`config.mk`:
```
export PLATFORM = sky130hd
export DESIGN_NAME = cyc_irq_timer
export DESIGN_NICKNAME = d
export VERILOG_FILES = /design/src/rtl/cyc_irq_pkg.sv /design/src/rtl/cyc_irq_rst_sync.sv /design/src/rtl/cyc_irq_lo_hold.sv /design/src/rtl/cyc_irq_counter.sv /design/src/rtl/cyc_irq_timer.sv
export SDC_FILE = /design/constraint.sdc
export NUM_CORES = 1
export LEC_CHECK = 0
export BUFFER_PORTS_ARGS = -buffer_cell sky130_fd_sc_hd__buf_2
export CELL_PAD_IN_SITES_DETAIL_PLACEMENT = 1
export CELL_PAD_IN_SITES_GLOBAL_PLACEMENT = 2
export CORE_ASPECT_RATIO = 1.2
export CORE_MARGIN = 5
export CORE_UTILIZATION = 37
export DETAILED_ROUTE_END_ITERATION = 10
export PLACE_DENSITY = 0.83
export SYNTH_ARGS = -nofsm -noshare
export SYNTH_HDL_FRONTEND = slang
export SYNTH_SLANG_ARGS = --single-unit
```
`constraint.sdc`:
```
create_clock -name clk -period 1 [get_ports clk]
set_input_delay 0.15 -clock clk [delete_from_list [all_inputs] [get_ports clk]]
set_output_delay 0.15 -clock clk [all_outputs]
set_load 0.03 [all_outputs]
```
`src/rtl/cyc_irq_pkg.sv`:
```
package cyc_irq_pkg;
  localparam int BYTE_W  = 8;
  localparam int COUNT_W = 2 * BYTE_W - 1;
  localparam int HI_BITS = COUNT_W - BYTE_W;
  localparam int EN_BIT  = BYTE_W - 1;

  typedef logic [BYTE_W-1:0]  byte_t;
  typedef logic [COUNT_W-1:0] count_t;

  // Start value from the committing high byte and the parked low byte
  function automatic count_t join_load(input byte_t hi, input byte_t lo);
    return {hi[HI_BITS-1:0], lo};
  endfunction
endpackage

```
`src/rtl/cyc_irq_rst_sync.sv`:
```
module cyc_irq_rst_sync #(
  parameter int STAGES = 2
) (
  input  logic clk,
  input  logic rst_n_in,
  output logic rst_n_out
);
  logic [STAGES-1:0] chain_q;
  logic [STAGES-1:0] chain_d;

  always_comb begin
    chain_d = {chain_q[STAGES-2:0], 1'b1};
  end

  always_ff @(posedge clk or negedge rst_n_in) begin
    if (!rst_n_in) chain_q <= '0;
    else           chain_q <= chain_d;
  end

  assign rst_n_out = chain_q[STAGES-1];
endmodule

```
`src/rtl/cyc_irq_lo_hold.sv`:
```
module cyc_irq_lo_hold
  import cyc_irq_pkg::*;
(
  input  logic  clk,
  input  logic  rst_n,
  input  logic  wr_lo,
  input  byte_t wr_data,
  output byte_t hold_q
);
  byte_t hold_d;

  always_comb begin
    hold_d = hold_q;
    if (wr_lo) hold_d = wr_data;
  end

  always_ff @(posedge clk or negedge rst_n) begin
    if (!rst_n) hold_q <= '0;
    else        hold_q <= hold_d;
  end
endmodule

```
`src/rtl/cyc_irq_counter.sv`:
```
module cyc_irq_counter
  import cyc_irq_pkg::*;
(
  input  logic   clk,
  input  logic   rst_n,
  input  logic   cyc_en,
  input  logic   load,
  input  count_t load_val,
  input  logic   load_en,
  output count_t cnt_q,
  output logic   en_q,
  output logic   expire
);
  count_t cnt_d;
  logic   en_d;
  logic   step;

  // A load on the same edge overrides counting
  assign step   = !load && en_q && cyc_en && (cnt_q != '0);
  assign expire = step && (cnt_q == count_t'(1));

  always_comb begin
    cnt_d = cnt_q;
    en_d  = en_q;
    if (load) begin
      cnt_d = load_val;
      en_d  = load_en;
    end else if (step) begin
      cnt_d = cnt_q - count_t'(1);
      if (expire) en_d = 1'b0;
    end
  end

  always_ff @(posedge clk or negedge rst_n) begin
    if (!rst_n) begin
      cnt_q <= '0;
      en_q  <= 1'b0;
    end else begin
      cnt_q <= cnt_d;
      en_q  <= en_d;
    end
  end
endmodule

```
`src/rtl/cyc_irq_timer.sv`:
```
module cyc_irq_timer
  import cyc_irq_pkg::*;
#(
  parameter int SYNC_STAGES = 2
) (
  input  logic              clk,
  input  logic              rst_n,
  input  logic              cyc_en,
  input  logic              wr_lo,
  input  logic              wr_hi,
  input  logic [BYTE_W-1:0] wr_data,
  output logic              irq_n
);
  logic   rst_n_s;
  byte_t  hold_q;
  count_t cnt_q;
  logic   en_q;
  logic   expire;
  logic   irq_n_q;
  logic   irq_n_d;

  cyc_irq_rst_sync #(.STAGES(SYNC_STAGES)) u_rst (
    .clk       (clk),
    .rst_n_in  (rst_n),
    .rst_n_out (rst_n_s)
  );

  cyc_irq_lo_hold u_hold (
    .clk     (clk),
    .rst_n   (rst_n_s),
    .wr_lo   (wr_lo),
    .wr_data (wr_data),
    .hold_q  (hold_q)
  );

  cyc_irq_counter u_cnt (
    .clk      (clk),
    .rst_n    (rst_n_s),
    .cyc_en   (cyc_en),
    .load     (wr_hi),
    .load_val (join_load(wr_data, hold_q)),
    .load_en  (wr_data[EN_BIT]),
    .cnt_q    (cnt_q),
    .en_q     (en_q),
    .expire   (expire)
  );

  // High write acknowledges; expiry pulls the line low and it then holds
  always_comb begin
    irq_n_d = irq_n_q;
    if (wr_hi)       irq_n_d = 1'b1;
    else if (expire) irq_n_d = 1'b0;
  end

  always_ff @(posedge clk or negedge rst_n_s) begin
    if (!rst_n_s) irq_n_q <= 1'b1;
    else          irq_n_q <= irq_n_d;
  end

  assign irq_n = irq_n_q;
endmodule

```
==> impl_results.rst <==
.. list-table::
   :header-rows: 1

   * - Metric
     - Value
   * - Final Routed Wirelength
     - 6305 um
   * - Number of maximum-capacitance violations
     - 0
   * - H-tree Lvls
     - 1
   * - Cell Chain, Critical Path
     - inv_2, ha_4, or4b_4, buf_6, nor4_4, buf_6, o21ai_1, a31oi_1
   * - Final cycle utilization of the critical path
     - 200.9%
   * - Count of different cell masters after synthesis
     - 41
   * - DP HPWL
     - 3632 um
   * - Failing checks
     - negative setup slack
   * - Number of warnings issued by yosys
     - 0
   * - Final antenna diode count
     - 0
   * - Number of cells in the design after placement
     - 257
   * - Sequential share of the synthesized area
     - 46.56%
   * - Unrepaired setup endpoints after global routing
     - true
   * - Cell count after synthesis
     - 146
   * - Filler Cell Count
     - 429
   * - Post-layout min period
     - 2.009 ns
   * - Worst min-delay path category
     - input port to flop
   * - Hold_ws
     - approximately 0.11 ns
   * - DRC viols
     - 0
   * - Maximum ir drop on the vdd rail
     - between 700 and 800 uV
   * - Y dimension of the die
     - 78.67 um
   * - Power density over cell area
     - 1248 nW/um^2
   * - Area grow syn2layout
     - 63.08%
   * - Number of vias per cell
     - 5.830
   * - Share of synthesized registers carrying an async set or reset
     - 100.0%
   * - Synth area leaders
     - dfrtp_1, mux2_2, nand2_1
   * - Number of clock buffers inserted by TritonCTS
     - 3
   * - Number of cell rows
     - 25
   * - Total global-route track usage
     - about a quarter
   * - WP data arrival
     - 2.21 ns
   * - Router iterations before antenna repair
     - 4
   * - Core Footprint
     - 3879 um^2
   * - Clock Tree Buf Depth
     - 2
   * - Total via count after detailed routing
     - roughly 1600
   * - Highest clock rate
     - 0.4978 GHz
   * - Total negative slack for setup checks
     - -14.72 ns
   * - Most repeated library cell on the critical path
     - buf_6
   * - Starting density of the core
     - 37.48%
   * - Antenna-violating nets left
     - 0
   * - Cell type group with the largest total delay on the critical path
     - simple AND/OR/NAND/NOR gates
   * - Worst Skew
     - about 0.0074 ns
   * - GRT Residual Overflow
     - 0
   * - Endpoint required time on the critical path
     - about 1.2 ns
   * - Buffers & Inverters on Critical Path
     - 3
   * - Synthesized Nets
     - 161
   * - 1st-iter DRT viols
     - 100
   * - Max stage delay cell, worst path
     - or4b_4
   * - Top Ports
     - 14
   * - Summed instance area of the synthesized netlist
     - 1454 um^2
   * - GP Congestion
     - 0.8789
   * - Non-filler cells, final
     - 270
   * - Dominant synthesized flop cell
     - dfrtp_1
   * - Number of flops mapped to enable cells by yosys
     - 0
   * - Final-stage net count
     - 232
   * - Fraction of layout cells with a size suffix above 1
     - 56.94%
   * - Critical path's largest stage delay
     - 0.49 ns
   * - Area share of the largest cell type after synthesis
     - 44.75%
   * - Critical Path End Type
     - flop
   * - First-pass GRT wire length
     - 9321 um
   * - Result of the run
     - finished, violations left
   * - Final Hold Viols
     - 0
   * - Final Setup Violations
     - 18
   * - Die Outline Area
     - between 5000 and 6000 um^2
   * - Maximum number of pins on one net before global-route repair
     - 26
   * - Top fanout value on the critical path
     - 5
   * - Startpoint kind of the worst setup timing path
     - flop
   * - Average wire length per cell after detail routing
     - 23.35 um
   * - Setup WS post-layout
     - -1.009 ns
   * - Mapped Avg Cell Area
     - 9.958 um^2
   * - P_leak
     - 0.9934 nW
   * - Antenna violations before repair
     - 0
   * - CTS sink count
     - 27
   * - Root buf cell
     - clkbuf_8
   * - Clock insertion delay at the later pin of the skew report
     - 0.29 ns
   * - Dominant cell type by area after synthesis
     - dfrtp_1
   * - Flip-flop and latch count after synthesis
     - 27
   * - CP Class
     - flop to flop
   * - Register-to-register setup slack
     - -1.01 ns
   * - Chip Width
     - 67.23 um
   * - CTS tree
     - yes
   * - Number of buffers added on ports
     - 13
   * - Max-slew violations
     - 0
   * - Clock Pin Slew Worst Setup and Hold Paths
     - 0.10 ns
   * - Via count of the first global-routing pass
     - 1780
## state kept, by name, indices dropped and copies added (netlist names)
name and flops:
u_cnt.en_q 1, irq_n 1, u_cnt.cnt_q 15, u_hold.hold_q 8
u_rst.chain_q 2
## cells in the mapped netlist, types with 2 or more instances
master	count
dfrtp_1	26
nand2_1	20
nand3_1	10
nor2_1	9
mux2_2	8
clkbuf_1	6
o311ai_1	6
inv_1	5
o211ai_1	5
nor3_1	4
o21ai_0	4
or3_1	4
nor4_1	3
o21ai_1	3
or4_1	3
a211o_1	2
and2_1	2
ha_1	2
o2111ai_1	2
## cell families (layout without fill, tap and decap cells)
kind of cell | after synthesis | count (layout) | synth area share, %
AO/OA/AOI/OAI | 32 | 32 | 17.04
AND/OR/NAND/NOR | 63 | 63 | 23.84
multiplexers | 9 | 9 | 6.971
flip-flops | 27 | 27 | 46.56
other | 1 | 1 | 0.2579
buffers and inverters | 12 | 82 | 3.614
adder cells (fa/ha/maj) | 2 | 2 | 1.721
## layout by cell type, fill, tap and decap left out, types with 4 or more instances in the layout
master,count
o311ai_1,5
nand2_1,19
buf_4,48
mux2_2,8
dfrtp_1,26
buf_6,11
o211ai_1,5
nor2_1,5
nand3_2,4
nand3_1,4
buf_2,12
## layer usage
metal	track usage [%]	wire length [um]
met2	42.18	3459
met5	0	0
met1	27.53	2427
met3	3.577	243
met4	10.75	174
## metrics by stage
step           area [um^2]  power [mW]  util, %  worst slack [ns]
2_1_floorplan         1464       1.612        -            -1.009
5_1_grt               2371       3.116    61.13            -1.108
6_report              2371       2.959    61.13            -1.009
3_5_place_dp          1957       2.024    50.45           -0.9900
4_1_cts               2181       2.774    56.23           -0.9351
3_3_place_gp          1957       1.971    50.45           -0.8648
## power by group
part           switching (mW)  internal [mW]
Sequential             0.0871           1.20
Combinational           0.540          0.482
Clock                   0.362          0.287
## timing repair
action / in CTS / in global routing
buffers inserted: 5 / 4
hold endpoints to repair: 2 / 0
gates cloned: 1 / 1
resized for setup: 32 / 33
endpoints found under the setup margin: 18 / 18
hold buffers: 1 / 0
pin swaps: 8 / 12
## area by class of cell
cell class / instances / area [um^2] / share of cell area, %
flip-flops and latches: 27 / 676.9 / 28.55
inverters: 5 / 18.77 / 0.7916
clock buffers: 4 / 45.04 / 1.900
repair buffers: 73 / 574.3 / 24.22
multi-input cells: 107 / 988.4 / 41.69
well taps: 54 / 67.56 / 2.850
## path summary, 6_finish.rpt
check | startpoint | to | cells past startpoint
min | wr_data[0] | u_hold.hold_q[0]$_DFFE_PN0P_ | 2
min in group asynchronous | rst_n | u_rst.chain_q[1]$_DFF_PN0_ | 2
max reg2reg | u_cnt.cnt_q[0]$_DFFE_PN0P_ | u_cnt.cnt_q[2]$_DFFE_PN0P_ | 8
max in group asynchronous | u_rst.chain_q[1]$_DFF_PN0_ | irq_n$_DFFE_PN1P_ | 1
min reg2reg | u_rst.chain_q[1]$_DFF_PN0_ | u_hold.hold_q[3]$_DFFE_PN0P_ | 1
max | u_cnt.cnt_q[0]$_DFFE_PN0P_ | u_cnt.cnt_q[2]$_DFFE_PN0P_ | 8
No activity file was read; power rests on OpenSTA's default activity.
